File: config.mk
export PLATFORM = sky130hd
export DESIGN_NAME = itg_top
export DESIGN_NICKNAME = d
export VERILOG_FILES = /design/src/rtl/itg_pkg.sv /design/src/rtl/itg_shadow.sv /design/src/rtl/itg_counter.sv /design/src/rtl/itg_decode.sv /design/src/rtl/itg_top.sv
export SDC_FILE = /design/constraint.sdc
export NUM_CORES = 1
export LEC_CHECK = 0
export BUFFER_PORTS_ARGS = -buffer_cell sky130_fd_sc_hd__buf_2
export CAP_MARGIN = 20
export CORE_MARGIN = 10
export CORE_UTILIZATION = 45
export CTS_BUF_LIST = sky130_fd_sc_hd__clkbuf_16
export DETAILED_ROUTE_END_ITERATION = 7
export PLACE_DENSITY = 0.67
export SETUP_SLACK_MARGIN = 0.1
export SLEW_MARGIN = 10
export SYNTH_ARGS = -nofsm -noshare
export SYNTH_HDL_FRONTEND = slang
export SYNTH_SLANG_ARGS = --single-unit
File: constraint.sdc
create_clock -name clk -period 5.4 [get_ports clk]
set_clock_uncertainty 0.1 [all_clocks]
set_input_delay 0.81 -clock clk [delete_from_list [all_inputs] [get_ports clk]]
set_output_delay 0.81 -clock clk [all_outputs]
set_load 0.03 [all_outputs]
File: src/rtl/itg_pkg.sv
package itg_pkg;
  parameter int unsigned ITG_CW = 12;

  localparam int unsigned ITG_NSLOT     = 2;
  localparam int unsigned ITG_SLOT_ODD  = 0;
  localparam int unsigned ITG_SLOT_EVEN = 1;

  typedef logic [ITG_CW-1:0] itg_cnt_t;

  typedef struct packed {
    itg_cnt_t v_total;
    itg_cnt_t vs_start;
    itg_cnt_t vs_end;
    itg_cnt_t vs_pixel;
  } itg_field_t;

  typedef struct packed {
    itg_cnt_t h_active;
    itg_cnt_t hs_start;
    itg_cnt_t hs_end;
    itg_cnt_t h_total;
    itg_cnt_t v_active;
    logic     interlace;
  } itg_line_t;

  typedef enum logic [1:0] {
    OMODE_RGB24  = 2'd0,
    OMODE_RGB18  = 2'd1,
    OMODE_RGB16  = 2'd2,
    OMODE_SERIAL = 2'd3
  } itg_omode_e;
endpackage

File: src/rtl/itg_shadow.sv
module itg_shadow
  import itg_pkg::*;
(
  input  logic                        clk,
  input  logic                        rst_n,
  input  logic                        load_i,
  input  itg_line_t                   line_i,
  input  itg_field_t [ITG_NSLOT-1:0]  fld_i,
  output itg_line_t                   line_o,
  output itg_field_t [ITG_NSLOT-1:0]  fld_o
);
  itg_line_t line_q;
  itg_line_t line_d;

  always_comb begin
    line_d = line_q;
    if (load_i) line_d = line_i;
  end

  always_ff @(posedge clk or negedge rst_n) begin
    if (!rst_n) line_q <= '0;
    else        line_q <= line_d;
  end

  assign line_o = line_q;

  generate
    for (genvar g = 0; g < ITG_NSLOT; g++) begin : g_slot
      itg_field_t slot_q;
      itg_field_t slot_d;

      always_comb begin
        slot_d = slot_q;
        if (load_i) slot_d = fld_i[g];
      end

      always_ff @(posedge clk or negedge rst_n) begin
        if (!rst_n) slot_q <= '0;
        else        slot_q <= slot_d;
      end

      assign fld_o[g] = slot_q;

      // a field set only changes on a field boundary
      assert_slot_hold_R7: assert property (@(posedge clk) disable iff (!rst_n)
        !load_i |=> $stable(fld_o[g]))
        else $error("field set changed without a boundary");
    end
  endgenerate

  // line timing only changes on a field boundary
  assert_line_hold_R7: assert property (@(posedge clk) disable iff (!rst_n)
    !load_i |=> $stable(line_o))
    else $error("line timing changed without a boundary");
endmodule

File: src/rtl/itg_counter.sv
module itg_counter
  import itg_pkg::*;
(
  input  logic     clk,
  input  logic     rst_n,
  input  itg_cnt_t h_total_i,
  input  itg_cnt_t v_total_i,
  input  logic     il_cfg_i,
  input  logic     il_shadow_i,
  output logic     run_o,
  output logic     load_o,
  output itg_cnt_t hpos_o,
  output itg_cnt_t vpos_o,
  output logic     field_o
);
  logic     run_q, run_d;
  itg_cnt_t h_q, h_d;
  itg_cnt_t v_q, v_d;
  logic     fld_q, fld_d;
  logic     h_last, v_last, wrap;

  always_comb begin
    h_last = (h_q >= (h_total_i - itg_cnt_t'(1)));
    v_last = (v_q >= (v_total_i - itg_cnt_t'(1)));
    wrap   = run_q & h_last & v_last;
    run_d  = run_q;
    h_d    = h_q;
    v_d    = v_q;
    if (!run_q) begin
      run_d = 1'b1;
      h_d   = '0;
      v_d   = '0;
    end else if (h_last) begin
      h_d = '0;
      v_d = v_last ? '0 : (v_q + itg_cnt_t'(1));
    end else begin
      h_d = h_q + itg_cnt_t'(1);
    end
    fld_d = wrap ? (il_cfg_i & ~fld_q) : fld_q;
  end

  always_ff @(posedge clk or negedge rst_n) begin
    if (!rst_n) begin
      run_q <= 1'b0;
      h_q   <= '0;
      v_q   <= '0;
      fld_q <= 1'b0;
    end else begin
      run_q <= run_d;
      h_q   <= h_d;
      v_q   <= v_d;
      fld_q <= fld_d;
    end
  end

  assign run_o   = run_q;
  assign load_o  = ~run_q | wrap;
  assign hpos_o  = h_q;
  assign vpos_o  = v_q;
  assign field_o = fld_q;

  // pixel position stays inside the programmed line
  assert_h_range_R2: assert property (@(posedge clk) disable iff (!rst_n)
    (run_q && h_total_i != '0) |-> (h_q < h_total_i))
    else $error("pixel position beyond line total");

  // the field only changes right after a field wrap
  assert_field_hold_R5: assert property (@(posedge clk) disable iff (!rst_n)
    !$past(wrap) |-> $stable(fld_q))
    else $error("field changed inside a field");

  // progressive timing never runs in the second field
  assert_prog_field_R6: assert property (@(posedge clk) disable iff (!rst_n)
    !il_shadow_i |-> !fld_q)
    else $error("field set while progressive");
endmodule

File: src/rtl/itg_decode.sv
module itg_decode
  import itg_pkg::*;
#(
  parameter int unsigned    PW          = 24,
  parameter logic [PW-1:0]  BLANK_COLOR = '0
) (
  input  logic          clk,
  input  logic          rst_n,
  input  logic          run_i,
  input  itg_cnt_t      hpos_i,
  input  itg_cnt_t      vpos_i,
  input  logic          field_i,
  input  itg_cnt_t      h_active_i,
  input  itg_cnt_t      hs_start_i,
  input  itg_cnt_t      hs_end_i,
  input  itg_cnt_t      v_active_i,
  input  itg_cnt_t      vs_start_i,
  input  itg_cnt_t      vs_end_i,
  input  itg_cnt_t      vs_pixel_i,
  input  logic          inv_hs_i,
  input  logic          inv_vs_i,
  input  logic          inv_cs_i,
  input  logic          blank_i,
  input  logic [1:0]    out_mode_i,
  input  logic [PW-1:0] pix_i,
  output logic          hsync_o,
  output logic          vsync_o,
  output logic          csync_o,
  output logic          de_o,
  output logic          field_o,
  output logic [PW-1:0] pix_o
);
  logic          de_n, hs_n, vs_n, cs_n, blank_rgb;
  logic [PW-1:0] pix_n;
  logic          vs_st_q;
  logic          hs_q, vs_q, cs_q, de_q, fld_q;
  logic [PW-1:0] pix_q;

  always_comb begin
    de_n = run_i && (hpos_i < h_active_i) && (vpos_i < v_active_i);
    hs_n = run_i && (hpos_i >= hs_start_i) && (hpos_i < hs_end_i);
    vs_n = vs_st_q;
    if (!run_i) begin
      vs_n = 1'b0;
    end else if (hpos_i == vs_pixel_i) begin
      if (vpos_i == vs_start_i)    vs_n = 1'b1;
      else if (vpos_i == vs_end_i) vs_n = 1'b0;
    end
    cs_n      = hs_n | vs_n;
    blank_rgb = blank_i && (out_mode_i == OMODE_RGB24);
    pix_n     = blank_rgb ? BLANK_COLOR : pix_i;
  end

  always_ff @(posedge clk or negedge rst_n) begin
    if (!rst_n) begin
      vs_st_q <= 1'b0;
      hs_q    <= 1'b0;
      vs_q    <= 1'b0;
      cs_q    <= 1'b0;
      de_q    <= 1'b0;
      fld_q   <= 1'b0;
      pix_q   <= '0;
    end else begin
      vs_st_q <= vs_n;
      hs_q    <= hs_n ^ inv_hs_i;
      vs_q    <= vs_n ^ inv_vs_i;
      cs_q    <= cs_n ^ inv_cs_i;
      de_q    <= de_n;
      fld_q   <= run_i & field_i;
      pix_q   <= pix_n;
    end
  end

  assign hsync_o = hs_q;
  assign vsync_o = vs_q;
  assign csync_o = cs_q;
  assign de_o    = de_q;
  assign field_o = fld_q;
  assign pix_o   = pix_q;

  // nothing is shown before the first field starts
  assert_idle_quiet_R1: assert property (@(posedge clk) disable iff (!rst_n)
    !$past(run_i) |-> (!de_o && !field_o))
    else $error("output active before first field");

  // composite sync follows the active levels of both syncs
  assert_csync_R9: assert property (@(posedge clk) disable iff (!rst_n)
    $past(run_i) |-> ((csync_o ^ $past(inv_cs_i)) ==
                      ((hsync_o ^ $past(inv_hs_i)) | (vsync_o ^ $past(inv_vs_i)))))
    else $error("composite sync mismatch");

  // blank in 24-bit RGB mode forces the blank colour
  assert_blank_rgb_R10: assert property (@(posedge clk) disable iff (!rst_n)
    ($past(run_i) && $past(blank_i) && ($past(out_mode_i) == OMODE_RGB24))
      |-> (pix_o == BLANK_COLOR))
    else $error("blank colour missing");

  // otherwise the bus passes data through
  assert_pass_R10: assert property (@(posedge clk) disable iff (!rst_n)
    ($past(run_i) && !($past(blank_i) && ($past(out_mode_i) == OMODE_RGB24)))
      |-> (pix_o == $past(pix_i)))
    else $error("pixel data not passed");
endmodule

File: src/rtl/itg_top.sv
module itg_top
  import itg_pkg::*;
#(
  parameter int unsigned   PW          = 24,
  parameter logic [PW-1:0] BLANK_COLOR = 24'h101010
) (
  input  logic              clk,
  input  logic              rst_n,
  input  logic [ITG_CW-1:0] cfg_h_active,
  input  logic [ITG_CW-1:0] cfg_hs_start,
  input  logic [ITG_CW-1:0] cfg_hs_end,
  input  logic [ITG_CW-1:0] cfg_h_total,
  input  logic [ITG_CW-1:0] cfg_v_active,
  input  logic [ITG_CW-1:0] cfg_odd_v_total,
  input  logic [ITG_CW-1:0] cfg_odd_vs_start,
  input  logic [ITG_CW-1:0] cfg_odd_vs_end,
  input  logic [ITG_CW-1:0] cfg_odd_vs_pixel,
  input  logic [ITG_CW-1:0] cfg_even_v_total,
  input  logic [ITG_CW-1:0] cfg_even_vs_start,
  input  logic [ITG_CW-1:0] cfg_even_vs_end,
  input  logic [ITG_CW-1:0] cfg_even_vs_pixel,
  input  logic              cfg_interlace,
  input  logic              inv_hsync,
  input  logic              inv_vsync,
  input  logic              inv_csync,
  input  logic              blank,
  input  logic [1:0]        out_mode,
  input  logic [PW-1:0]     pix_i,
  output logic              hsync_o,
  output logic              vsync_o,
  output logic              csync_o,
  output logic              de_o,
  output logic              field_o,
  output logic [PW-1:0]     pix_o
);
  itg_line_t                  cfg_line, sh_line;
  itg_field_t [ITG_NSLOT-1:0] cfg_fld, sh_fld;
  itg_field_t                 cur_fld;
  logic                       run, load, field, use_odd;
  itg_cnt_t                   hpos, vpos;

  always_comb begin
    cfg_line.h_active  = cfg_h_active;
    cfg_line.hs_start  = cfg_hs_start;
    cfg_line.hs_end    = cfg_hs_end;
    cfg_line.h_total   = cfg_h_total;
    cfg_line.v_active  = cfg_v_active;
    cfg_line.interlace = cfg_interlace;
    cfg_fld[ITG_SLOT_ODD].v_total   = cfg_odd_v_total;
    cfg_fld[ITG_SLOT_ODD].vs_start  = cfg_odd_vs_start;
    cfg_fld[ITG_SLOT_ODD].vs_end    = cfg_odd_vs_end;
    cfg_fld[ITG_SLOT_ODD].vs_pixel  = cfg_odd_vs_pixel;
    cfg_fld[ITG_SLOT_EVEN].v_total  = cfg_even_v_total;
    cfg_fld[ITG_SLOT_EVEN].vs_start = cfg_even_vs_start;
    cfg_fld[ITG_SLOT_EVEN].vs_end   = cfg_even_vs_end;
    cfg_fld[ITG_SLOT_EVEN].vs_pixel = cfg_even_vs_pixel;
  end

  itg_shadow u_shadow (
    .clk    (clk),
    .rst_n  (rst_n),
    .load_i (load),
    .line_i (cfg_line),
    .fld_i  (cfg_fld),
    .line_o (sh_line),
    .fld_o  (sh_fld)
  );

  assign use_odd = sh_line.interlace & ~field;
  assign cur_fld = use_odd ? sh_fld[ITG_SLOT_ODD] : sh_fld[ITG_SLOT_EVEN];

  itg_counter u_counter (
    .clk         (clk),
    .rst_n       (rst_n),
    .h_total_i   (sh_line.h_total),
    .v_total_i   (cur_fld.v_total),
    .il_cfg_i    (cfg_interlace),
    .il_shadow_i (sh_line.interlace),
    .run_o       (run),
    .load_o      (load),
    .hpos_o      (hpos),
    .vpos_o      (vpos),
    .field_o     (field)
  );

  itg_decode #(
    .PW          (PW),
    .BLANK_COLOR (BLANK_COLOR)
  ) u_decode (
    .clk        (clk),
    .rst_n      (rst_n),
    .run_i      (run),
    .hpos_i     (hpos),
    .vpos_i     (vpos),
    .field_i    (field),
    .h_active_i (sh_line.h_active),
    .hs_start_i (sh_line.hs_start),
    .hs_end_i   (sh_line.hs_end),
    .v_active_i (sh_line.v_active),
    .vs_start_i (cur_fld.vs_start),
    .vs_end_i   (cur_fld.vs_end),
    .vs_pixel_i (cur_fld.vs_pixel),
    .inv_hs_i   (inv_hsync),
    .inv_vs_i   (inv_vsync),
    .inv_cs_i   (inv_csync),
    .blank_i    (blank),
    .out_mode_i (out_mode),
    .pix_i      (pix_i),
    .hsync_o    (hsync_o),
    .vsync_o    (vsync_o),
    .csync_o    (csync_o),
    .de_o       (de_o),
    .field_o    (field_o),
    .pix_o      (pix_o)
  );
endmodule

# Yosys cells after proc, flatten, opt, wreduce, memory -nomap -nowiden

Index checks and enable logic that the tools add are counted.

Bits in registers: 213
Input port bits: 189
Word-level logic and storage cells: 68

Add/sub/neg operators: 4
Order comparisons: 6
Equality and inequality tests: 4
Multiplexer cells: 11
Bitwise operators: 12
Reductions and logical operators: 6

Operators by type and width:

| operator                                                              | count |
|---|---|
| 12-bit two-way mux                                                    | 5 |
| 48-bit two-way mux                                                    | 1 |
| 12-bit == test                                                        | 3 |
| 12-bit greater-or-equal comparator                                    | 3 |
| 12-bit < comparator                                                   | 3 |
| 12-bit by 1-bit adder with 12-bit output (second input constant)      | 2 |
| 24-bit two-way mux                                                    | 1 |
| 12-bit by 1-bit subtractor with 12-bit output (second input constant) | 2 |
| 1-bit bitwise AND                                                     | 5 |
| 1-bit logical AND                                                     | 5 |
| 1-bit two-way mux                                                     | 4 |
| 1-bit XOR                                                             | 3 |
| 2-bit logical NOT                                                     | 1 |
| 2-bit inequality test (second input constant)                         | 1 |
| 1-bit inverter                                                        | 2 |
| 1-bit OR                                                              | 2 |

# Depth between registers and ports, before layout

Gate-level depths: netlist (run 1).

Word-level depth: 10
Gate-level depth with buffers: 19

# Modules after synthesis

A second synthesis (run 1) with hierarchy kept.

Cells, all modules: 908
Area, all modules: 11329.6 um^2

By module, submodules not included:

| module      | instances | cells an instance | area an instance (um^2) | sequential area each (um^2) |
|---|---|---|---|---|
| itg_shadow  | 1         | 331               | 5868.1                  | 3928.8 |
| itg_decode  | 1         | 274               | 2580.0                  | 750.7 |
| itg_counter | 1         | 249               | 2208.4                  | 650.6 |
| itg_top     | 1         | 54                | 673.1                   | 0.0 |

# Least setup slack after synthesis (run 1)

No wires, ideal clock.

Path kind: reg-to-reg
Start point: register u_counter.fld_q, in the netlist u_counter.field_o
End point: register u_shadow.line_q, in the netlist u_shadow.line_o[13]
Setup time: 125 ps
Arrival: 3652 ps
Slack: 1523 ps
Stages on the path, launching flop included: 17
Period minus slack after synthesis: 3877 ps
Cells stage by stage: dfrtp_1 nand2b_1 buf_2 or3_1 a21o_1 a21oi_2 nand2_1 or3_1 nand3_1 o21ai_0 ha_1 nand3_1 o311ai_1 a221oi_2 o21ai_2 buf_1 mux2_2

Longest elaborated chain between the ends: 7

RTL lines:

| what                                          | line              | source |
|---|---|---|
| start, declared                               | itg_counter.sv:19 | `logic fld_q, fld_d;` |
| start signal, assigned                        | itg_counter.sv:52 | `fld_q <= fld_d;` |
| 1-bit inverter                                | itg_top.sv:69     | `assign use_odd = sh_line.interlace & ~field;` |
| 1-bit bitwise AND                             | itg_top.sv:69     |  |
| 48-bit two-way mux                            | itg_top.sv:70     | `assign cur_fld = use_odd ? sh_fld[ITG_SLOT_ODD] : sh_fld[ITG_SLOT_EVEN];` |
| 12-bit by 1-bit subtractor with 12-bit output | itg_counter.sv:24 | `v_last = (v_q >= (v_total_i - itg_cnt_t'(1)));` |
| 12-bit greater-or-equal comparator            | itg_counter.sv:24 |  |
| 1-bit bitwise AND                             | itg_counter.sv:25 | `wrap = run_q & h_last & v_last;` |
| 1-bit OR                                      | itg_counter.sv:57 | `assign load_o = ~run_q \| wrap;` |
| end signal, assigned                          | itg_shadow.sv:22  | `else line_q <= line_d;` |
| end, declared                                 | itg_shadow.sv:12  | `itg_line_t line_q;` |

No other way between the ends.
A chain may end at the register's enable or synchronous reset.

# Worst setup path in the final report (run 1)

Start point: register u_counter.fld_q, in the netlist u_counter.field_o
End point: register u_shadow.line_q, in the netlist u_shadow.line_o[30]

The elaborated chain is that of the path after synthesis.

==> flow_summary_export.csv, run 1 <==
group,metric,value,unit
run_status,status,"finished clean",
routing,drc_errors,0,
routing,wl,28000,µm
power_and_ir_drop,p_total,3.94,mW
critical_path,cp-end-kind,"flop",
global_routing,grt_pass1_vias,8537,
synth,syn-num-nets,1248,
job,maxCapViolCount,0,
global_routing,use_met1,24.0,%
layout,stdcell_area,13400,µm²
clock_tree,cts_tree,"yes",
layout,drive_gt1_share,24.7,%
clock_tree,hold_buffers,0,
critical_path,critPathLaunchType,"flop",
placement,hpwl,20800,µm
timing,final_hold_viol_count,0,
critical_path,crit_family,"simple AND/OR/NAND/NOR gates",
synth,postSynthAreaPerCell,11.5,µm²
global_routing,grt_use_met2,26.8,%
layout,nNetsFinal,1460,
synth,async_flop_share,100,%
timing,slew_violations,0,
power_and_ir_drop,power_density,293,nW/µm²
routing,drt-pass1-iter-count,5,
timing,tightest_slew,0.936,ns
placement,post_dp_cell_area,12700,µm²
critical_path,cp_cell_sequence,"nand2b_2, or3_1, a21o_1, a21oi_2, nand2_1, or3_1, nand3_1, o21ai_0, ha_1, nand3_1, o311ai_1, a221oi_2, buf_4, o21ai_4, buf_12, mux2_2",
critical_path,critPathMaxFanout,101,
placement,gp_congestion,0.798,
die,die_h,179,µm
global_routing,grt_pass1_wl,45100,µm
routing,wl_per_cell,18.1,µm
die,rows,58,
clock_tree,clk_path_buf_depth,3,
critical_path,path_buf_inv,2,
clock_tree,clock_latency,0.52,ns
timing,fmax,0.221,GHz
timing,timing.final.crit_share,83.9,%
routing,antenna_left,0,
synth,synth_edf_count,0,
placement,dp_slack,0.916,ns
layout,fill_cells,2235,
power_and_ir_drop,p_leak,6.51,nW
clock_tree,cts_buffers,24,
die,die_w,179,µm
timing,period_needed,4.53,ns
global_routing,antenna_found_initial,4,
synth,ys_types,61,
synth,netlist_area,11300,µm²
synth,yosysWarnings,0,
power_and_ir_drop,vdd_ir_drop_max,0.228,mV
synth,yosysSeqAreaShare,47.0,%
timing,fin_tns_setup,0,ns
routing,vias,8094,
critical_path,slowest_stage,"dfrtp_1",
global_routing,track_usage,17.5,%
timing,setup_viol,0,
timing,finalWorstSetupSlack,0.872,ns
synth,synth_ff_type,"dfrtp_1",
layout,fin_util,53.8,%
global_routing,grt_max_degree,112,
placement,numPortBuffers,217,
synth,synth_cells,987,
critical_path,worstPathArrival,4.82,ns
global_routing,busiest_layer,"met2",
critical_path,required,5.69,ns
timing,relSlewSlack,37.6,%
layout,synthToLayoutAreaGrowth,18.6,%
clock_tree,root_buffer,"clkbuf_16",
routing,drt_iter0_markers,563,
die,floorplan.initialDensity,45.4,%
critical_path,max_stage_delay,0.41,ns
clock_tree,post_cts_buffers,0,
clock_tree,cts_max_level,1,
synth,synth-seq-cells,213,
clock_tree,cts.sinks,213,
die,core_area,25000,µm²
global_routing,use_met3,4.61,%
clock_tree,path_clk_slew,0.06,ns
clock_tree,post_cts_resize_count,0,
routing,viasPerCell,5.23,
global_routing,overflow,0,
die,boundaryPins,218,
worst_hold_path,hp-class,"in -> async",
critical_path,crit_type,"reg -> reg",
die,dieArea,31900,µm²
timing,rsz0062_at_grt,"false",
flip-flops by register name, summed over array words and instances (netlist names):
| name | cells |
|---|---|
| u_decode.field_o | 1 |
| u_shadow.line_o | 61 |
| u_counter.vpos_o | 12 |
| u_decode.hsync_o | 1 |
| u_decode.vsync_o | 1 |
| u_decode.vs_st_q | 1 |
| u_counter.run_o | 1 |
| u_counter.field_o | 1 |
| u_shadow.fld_o | 96 |
| u_decode.csync_o | 1 |
| u_decode.pix_o | 24 |
| u_decode.de_o | 1 |
| u_counter.hpos_o | 12 |
cell type report:
class	instances	area [µm²]	share of cell area, %
inverter	77	289	2.15
clock inverter	18	128	0.949
tap	330	413	3.07
clock buffer	25	626	4.65
timing repair buffer	226	1190	8.83
multi-input combinational	657	5470	40.7
antenna	1	2.50	0.0186
sequential	213	5330	39.7
worst paths after layout:
kind	slack, ns	cells after the start	startpoint	to
hold reg to reg	0.38	1	u_shadow.line_o[25]$_DFFE_PN0P_	u_shadow.line_o[25]$_DFFE_PN0P_
max in group asynchronous	3.68	2	rst_n	u_shadow.line_o[42]$_DFFE_PN0P_
setup reg to reg	0.87	16	u_counter.field_o$_DFFE_PN0P_	u_shadow.line_o[30]$_DFFE_PN0P_
setup / recovery	0.87	16	u_counter.field_o$_DFFE_PN0P_	u_shadow.line_o[30]$_DFFE_PN0P_
min in group clk	0.36	2	inv_hsync	u_decode.hsync_o$_DFF_PN0_
hold / removal	0.26	1	rst_n	u_shadow.fld_o[42]$_DFFE_PN0P_
stage by stage:
stage               instances  hold slack (ns)
floorplan                 987            0.350
global placement         1503            0.362
detailed placement       1503            0.369
CTS                      1546            0.322
global route             1547            0.353
finish                   1547            0.263
worst register-to-register path, cell delays in order (launching register included):
cell      delay [ns]
dfrtp_1         0.41
nand2b_2        0.33
or3_1           0.36
a21o_1          0.22
a21oi_2         0.20
nand2_1         0.14
or3_1           0.33
nand3_1         0.08
o21ai_0         0.08
ha_1            0.30
nand3_1         0.07
o311ai_1        0.32
a221oi_2        0.10
buf_4           0.20
o21ai_4         0.20
buf_12          0.40
mux2_2          0.57
power by group:
group | total (mW) | switching, mW | leakage (nW) | internal (mW)
combinational | 0.543 | 0.275 | 3.55 | 0.268
clock | 1.56 | 0.638 | 0.402 | 0.925
sequential | 1.83 | 0.103 | 2.55 | 1.73
metal layers:
metal / vias to the layer above / wire, µm
li1: 3912 / -
met1: 3902 / 12800
met2: 229 / 12400
met3: 47 / 2140
met4: 4 / 601
met5: - / 24
cell usage in the layout (no fill, tap or decap), drive strengths merged, types with 10 or more instances in the layout:
cell type,n
o21ai,27
nor2,33
mux2,159
xor2,27
or3,13
nand3,25
nand2,44
nor2b,38
a21oi,35
a21o,19
xnor2,32
dfrtp,213
clkbuf,26
mux2i,16
a221oi,10
buf,225
ha,72
inv,84
synth_stat cells, types with 5 or more instances:
cell type	n	area share [%]
o21ai_0	25	1.1
nor2_1	33	1.1
or3_1	13	0.72
inv_1	77	2.6
nor3_1	5	0.22
mux2_2	29	2.9
mux2_1	130	13
nand2_1	44	1.5
o22ai_1	8	0.44
a221oi_1	8	0.62
mux2i_1	16	1.4
nor4_1	5	0.28
xnor2_1	32	2.5
dfrtp_1	213	47
xor2_1	27	2.1
a2111oi_0	5	0.39
nor2b_1	38	2.1
clkbuf_1	15	0.50
buf_6	13	1.3
ha_1	72	7.9
nand3_1	25	1.1
and3_1	9	0.50
or2_2	5	0.28
nand2b_1	9	0.50
nand4_1	8	0.44
a21o_1	19	1.3
a21oi_1	34	1.5
buf_2	6	0.26
cell families after synthesis:
group | synth area share, %
buffers and inverters | 4.87
multiplexers | 17.2
adder cells (fa/ha/maj) | 7.95
AO/OA/AOI/OAI | 8.91
AND/OR/NAND/NOR | 9.43
other | 0.0331
flip-flops | 47.0
XOR/XNOR | 4.56
Power figures use the tool's default switching activity.
==> inputs of run 2 (changes only) <==
--- a/config.mk
+++ b/config.mk
@@ -11,7 +11,7 @@
 export CORE_UTILIZATION = 45
 export CTS_BUF_LIST = sky130_fd_sc_hd__clkbuf_16
 export DETAILED_ROUTE_END_ITERATION = 7
-export PLACE_DENSITY = 0.67
+export PLACE_DENSITY = 0.7
 export SETUP_SLACK_MARGIN = 0.1
 export SLEW_MARGIN = 10
 export SYNTH_ARGS = -nofsm -noshare
==> constraint.sdc (replaced) <==
create_clock -name clk -period 4.02 [get_ports clk]
set_clock_uncertainty 0.1 [all_clocks]
set_input_delay 0.603 -clock clk [delete_from_list [all_inputs] [get_ports clk]]
set_output_delay 0.603 -clock clk [all_outputs]
set_load 0.03 [all_outputs]
==> flow_summary_export.csv, run 2 (synthesis results as in run 1) <==
group,metric,value,unit
run_status,status,"complete, but fails checks",
run_status,violations,"hold timing",
timing,fmax,0.259,GHz
clock_tree,cts.sinks,213,
critical_path,cp_cell_sequence,"nand2b_4, or3_1, a21o_1, a21oi_4, nand2_2, or3_1, nand3_1, o21ai_0, ha_1, nand3_1, o311ai_2, a221oi_2, buf_4, o21ai_4, buf_12, mux2_1",
routing,antenna_left,0,
die,dieArea,31900,µm²
worst_hold_path,hp-class,"in -> async",
critical_path,critPathMaxFanout,46,
layout,synthToLayoutAreaGrowth,24.2,%
timing,timing.final.crit_share,96.0,%
critical_path,worstSetupPathDepth,16,
job,maxCapViolCount,0,
timing,period_needed,3.86,ns
global_routing,track_usage,18.0,%
global_routing,grt_max_degree,92,
die,boundaryPins,218,
routing,drc_errors,0,
die,core_area,25000,µm²
critical_path,path_buf_inv,2,
timing,tightest_slew,0.818,ns
power_and_ir_drop,vdd_ir_drop_max,0.447,mV
critical_path,r2r_setup_slack,0.16,ns
critical_path,crit_family,"simple AND/OR/NAND/NOR gates",
clock_tree,cts_max_level,1,
critical_path,worstPathArrival,4.15,ns
timing,timing.hold.ws,-0.0289,ns
timing,setup_viol,0,
layout,stdcell_area,14100,µm²
routing,wl_per_cell,18.7,µm
critical_path,required,4.31,ns
layout,diodes,0,
clock_tree,clock_latency,0.53,ns
clock_tree,root_buffer,"clkbuf_16",
die,floorplan.initialDensity,45.4,%
critical_path,startpoint,"u_counter.field_o$_DFFE_PN0P_",
routing,drt-pass1-iter-count,5,
layout,seqCellArea,5330,µm²
critical_path,worstSetupEndpoint,"u_shadow.line_o[50]$_DFFE_PN0P_",
die,rows,58,
layout,nNetsFinal,1496,
layout,layout_common_cells,"buf_2 (216), dfrtp_1 (213), mux2_1 (100), inv_1 (81), ha_1 (72)",
layout,fill_cells,2148,
routing,viasPerCell,5.27,
power_and_ir_drop,p_leak,6.88,nW
die,die_w,179,µm
clock_tree,path_clk_slew,0.06,ns
placement,gp_congestion,0.835,
power_and_ir_drop,p_total,5.46,mW
routing,drt_iter0_markers,602,
placement,dp_slack,0.00440,ns
critical_path,slowest_stage,"dfrtp_1",
timing,rsz0062_at_grt,"true",
global_routing,grt_pass1_vias,8709,
routing,wl,29700,µm
layout,largest_reg_flops,96,
timing,final_hold_viol_count,14,
critical_path,cp-end-kind,"flop",
layout,drive_gt1_share,30.2,%
critical_path,reg2reg_depth,16,
placement,numPortBuffers,217,
critical_path,critPathLaunchType,"flop",
placement,hpwl,21800,µm
critical_path,max_stage_delay,0.38,ns
power_and_ir_drop,power_density,388,nW/µm²
layout,multi_input_area,5640,µm²
die,die_h,179,µm
placement,post_dp_cell_area,12900,µm²
critical_path,regToRegEndpoint,"u_shadow.line_o[50]$_DFFE_PN0P_",
clock_tree,cts_tree,"yes",
clock_tree,clk_path_buf_depth,3,
timing,finalWorstSetupSlack,0.161,ns
critical_path,r2r-start,"u_counter.field_o$_DFFE_PN0P_",
global_routing,antenna_found_initial,0,
timing,slew_violations,0,
timing,relSlewSlack,45.1,%
global_routing,grt_pass1_wl,46400,µm
global_routing,overflow,0,
critical_path,crit_type,"reg -> reg",
layout,layout_commonest_cell,"buf_2",
clock_tree,cts_buffers,25,
routing,vias,8343,
==> run 2: cell types whose count changed in the layout (fill, tap and decap cells not counted), moves of 3 or more <==
cell | previous run | this run
mux2_1 | 130 | 100
buf_12 | 2 | 5
mux2_4 | 0 | 30
buf_4 | 7 | 27
clkbuf_16 | 25 | 29
buf_6 | 0 | 4
clkinvlp_4 | 0 | 3
buf_8 | 0 | 3
inv_1 | 84 | 81
o21ai_0 | 25 | 22
==> run 2: how the worst min path moves through the flow <==
| stage | start | endpoint | slack, ns | depth (start not counted) |
|---|---|---|---|---|
| 6_report | rst_n | u_shadow.fld_o[43]$_DFFE_PN0P_ | -0.03 | 1 |
| 5_1_grt | rst_n | u_shadow.fld_o[43]$_DFFE_PN0P_ | 0.04 | 1 |
| 4_1_cts | rst_n | u_shadow.fld_o[14]$_DFFE_PN0P_ | 0.02 | 1 |
| 3_5_place_dp | u_shadow.line_o[25]$_DFFE_PN0P_ | u_shadow.line_o[25]$_DFFE_PN0P_ | 0.37 | 1 |
| 3_3_place_gp | u_shadow.line_o[25]$_DFFE_PN0P_ | u_shadow.line_o[25]$_DFFE_PN0P_ | 0.36 | 1 |
| 2_1_floorplan | rst_n | u_counter.field_o$_DFFE_PN0P_ | 0.21 | 0 |
==> run 2: where the power goes <==
part	internal [mW]	leakage (nW)	switching [mW]
Combinational	0.432	3.93	0.403
Clock	1.26	0.392	0.903
Sequential	2.32	2.55	0.141
==> run 2: stage by stage <==
| step | setup TNS, ns | util (%) | instances |
|---|---|---|---|
| finish | 0 | 56.4 | 1583 |
| floorplan | 0 | - | 987 |
| global route | -0.159 | 56.4 | 1583 |
| CTS | 0 | 55.1 | 1575 |
| detailed placement | 0 | 51.7 | 1525 |
| global placement | 0 | 51.6 | 1524 |
==> run 2: layer usage <==
| metal | track usage, % | wire length [µm] | part of all wire [%] |
|---|---|---|---|
| met5 | 0 | 0 | 0 |
| met4 | 4.27 | 570 | 1.9 |
| met3 | 3.37 | 1760 | 5.9 |
| met2 | 28.7 | 13800 | 46 |
| met1 | 24.8 | 13600 | 46 |
==> run 2: layout make-up <==
type	instances	share of cell area, %
clock buffer	25	4.44
multi-input combinational	657	40.1
timing repair buffer	261	11.6
clock inverter	20	1.08
sequential	213	37.9
inverter	77	2.05
tap	330	2.93
==> run 2: timing repair <==
action,4_1_cts,5_1_grt
endpoints found under the setup margin,115,168
gates cloned,1,5
setup buffers,4,3
resized for setup,8,49
pin swaps,3,11
hold buffers,0,0
==> inputs of run 3 (changes only) <==
--- a/config.mk
+++ b/config.mk
@@ -7,11 +7,14 @@
 export LEC_CHECK = 0
 export BUFFER_PORTS_ARGS = -buffer_cell sky130_fd_sc_hd__buf_2
 export CAP_MARGIN = 20
+export CELL_PAD_IN_SITES_DETAIL_PLACEMENT = 1
+export CELL_PAD_IN_SITES_GLOBAL_PLACEMENT = 1
+export CORE_ASPECT_RATIO = 0.8
 export CORE_MARGIN = 10
-export CORE_UTILIZATION = 45
+export CORE_UTILIZATION = 40
 export CTS_BUF_LIST = sky130_fd_sc_hd__clkbuf_16
 export DETAILED_ROUTE_END_ITERATION = 7
-export PLACE_DENSITY = 0.7
+export PLACE_DENSITY_LB_ADDON = 0.1
 export SETUP_SLACK_MARGIN = 0.1
 export SLEW_MARGIN = 10
 export SYNTH_ARGS = -nofsm -noshare
==> flow_summary_export.csv, run 3 (synthesis results as in run 1) <==
group,metric,value,unit
run_status,status,"finished clean",
timing,fmax,0.249,GHz
job,maxCapViolCount,0,
die,die_w,208,µm
placement,dp_slack,0.0167,ns
clock_tree,path_clk_slew,0.06,ns
layout,synthToLayoutAreaGrowth,30.7,%
die,rows,55,
routing,drc_errors,0,
die,core_area,28100,µm²
routing,drt_iter0_markers,337,
placement,numPortBuffers,217,
routing,wl_per_cell,20.9,µm
global_routing,overflow,0,
clock_tree,cts_buffers,25,
routing,viasPerCell,5.17,
timing,rsz0062_at_grt,"true",
power_and_ir_drop,p_leak,7.34,nW
clock_tree,root_buffer,"clkbuf_16",
global_routing,grt_use_met2,27.2,%
global_routing,use_met3,4.96,%
critical_path,required,4.32,ns
timing,setup_viol,0,
layout,layout_commonest_cell,"buf_2",
layout,largest_reg_flops,96,
clock_tree,clk_path_buf_depth,3,
timing,tightest_slew,0.724,ns
critical_path,crit_type,"reg -> reg",
timing,fin_tns_setup,0,ns
die,boundaryPins,218,
layout,nNetsFinal,1526,
critical_path,critPathLaunchType,"flop",
global_routing,grt_pass1_wl,52700,µm
power_and_ir_drop,p_total,5.62,mW
global_routing,grt_max_degree,90,
critical_path,critPathMaxFanout,6,
critical_path,reg2reg_depth,18,
timing,period_needed,4.01,ns
routing,antenna_left,0,
placement,hpwl,24800,µm
power_and_ir_drop,power_density,379,nW/µm²
critical_path,r2r_setup_slack,0.006,ns
die,die_h,171,µm
layout,stdcell_count,1654,
die,dieArea,35500,µm²
critical_path,cp-end-kind,"flop",
placement,dp.cells,1576,
placement,gp_congestion,0.788,
global_routing,busiest_layer,"met2",
timing,finalWorstSetupSlack,0.00603,ns
routing,vias,8557,
layout,fill_cells,3052,
clock_tree,clock_latency,0.53,ns
timing,slew_violations,0,
global_routing,grt_pass1_vias,9166,
timing,final_hold_viol_count,0,
timing,timing.final.crit_share,99.8,%
layout,layout_common_cells,"buf_2 (216), dfrtp_1 (213), mux2_4 (85), inv_1 (83), ha_1 (72)",
global_routing,track_usage,18.4,%
clock_tree,cts_tree,"yes",
global_routing,use_met1,26.5,%
clock_tree,cts.sinks,213,
routing,drt-pass1-iter-count,4,
worst_hold_path,hp-class,"in -> reg",
die,floorplan.initialDensity,40.4,%
placement,post_dp_cell_area,13000,µm²
layout,drive_gt1_share,36.0,%
layout,fin_util,52.8,%
timing,timing.hold.ws,0.167,ns
clock_tree,cts_max_level,1,
layout,stdcell_area,14800,µm²
power_and_ir_drop,vdd_ir_drop_max,0.303,mV
timing,relSlewSlack,51.7,%
global_routing,antenna_found_initial,5,
critical_path,worstPathArrival,4.32,ns
worst_hold_path,holdPathStages,2,
routing,wl,34500,µm
run 3: cell count changes in the layout (fill, tap and decap cells not counted), sizes merged:
| cell | previous run | this run |
|---|---|---|
| clkbuf | 29 | 30 |
| bufinv | 2 | 3 |
| clkinvlp | 3 | 0 |
| buf | 257 | 284 |
| diode | 0 | 2 |
| dlygate4sd3 | 0 | 1 |
| inv | 82 | 83 |
| bufbuf | 0 | 1 |
run 3: worst max-delay path, cell delays in order (launching register included):
cell and delay (ns):
dfrtp_1 0.41, nor2b_4 0.15, or3_1 0.32, a21o_1 0.24, a21oi_2 0.17, buf_4 0.14, nand4_1 0.11, buf_4 0.19
buf_4 0.13, xnor2_1 0.19, ha_1 0.28, a21o_1 0.19, a221oi_2 0.25, buf_4 0.16, o21ai_4 0.08, buf_12 0.16
buf_12 0.15, clkbuf_16 0.16, mux2_4 0.29
run 3: timing repair:
action	in CTS	in global routing
pin swaps	5	8
gates resized for setup	28	121
endpoints found under the hold margin	13	0
setup buffers	17	4
cloned	4	8
hold buffers	1	0
setup endpoints to repair	154	180
run 3: layout make-up:
| cell class | instances | area (µm²) | share of cell area [%] |
|---|---|---|---|
| clock buffers | 25 | 626 | 4.22 |
| well taps | 370 | 463 | 3.13 |
| diodes | 2 | 5.00 | 0.0338 |
| multi-input cells | 657 | 5910 | 39.9 |
| clock inverters | 19 | 153 | 1.03 |
| repair buffers | 291 | 2040 | 13.8 |
| flip-flops and latches | 213 | 5330 | 36.0 |
| inverters | 77 | 289 | 1.95 |
run 3: power breakdown:
group          internal, mW  switching, mW
clock network          1.31          0.893
logic                 0.508          0.441
registers              2.32          0.142
total                  4.14           1.48
run 3: worst paths after layout:
kind | startpoint | end
min in group asynchronous | rst_n | u_shadow.fld_o[91]$_DFFE_PN0P_
min | inv_hsync | u_decode.hsync_o$_DFF_PN0_
max in group asynchronous | rst_n | u_counter.vpos_o[0]$_DFFE_PN0P_
max reg2reg | u_shadow.line_o[0]$_DFFE_PN0P_ | u_shadow.fld_o[55]$_DFFE_PN0P_
max | u_shadow.line_o[0]$_DFFE_PN0P_ | u_shadow.fld_o[55]$_DFFE_PN0P_
min reg2reg | u_shadow.line_o[9]$_DFFE_PN0P_ | u_shadow.line_o[9]$_DFFE_PN0P_
run 3: per-layer routing:
layer | vias to the layer above | wire, µm
li1 | 4053 | -
met5 | - | 21
met2 | 211 | 14600
met3 | 41 | 2440
met1 | 4248 | 16800
met4 | 4 | 590
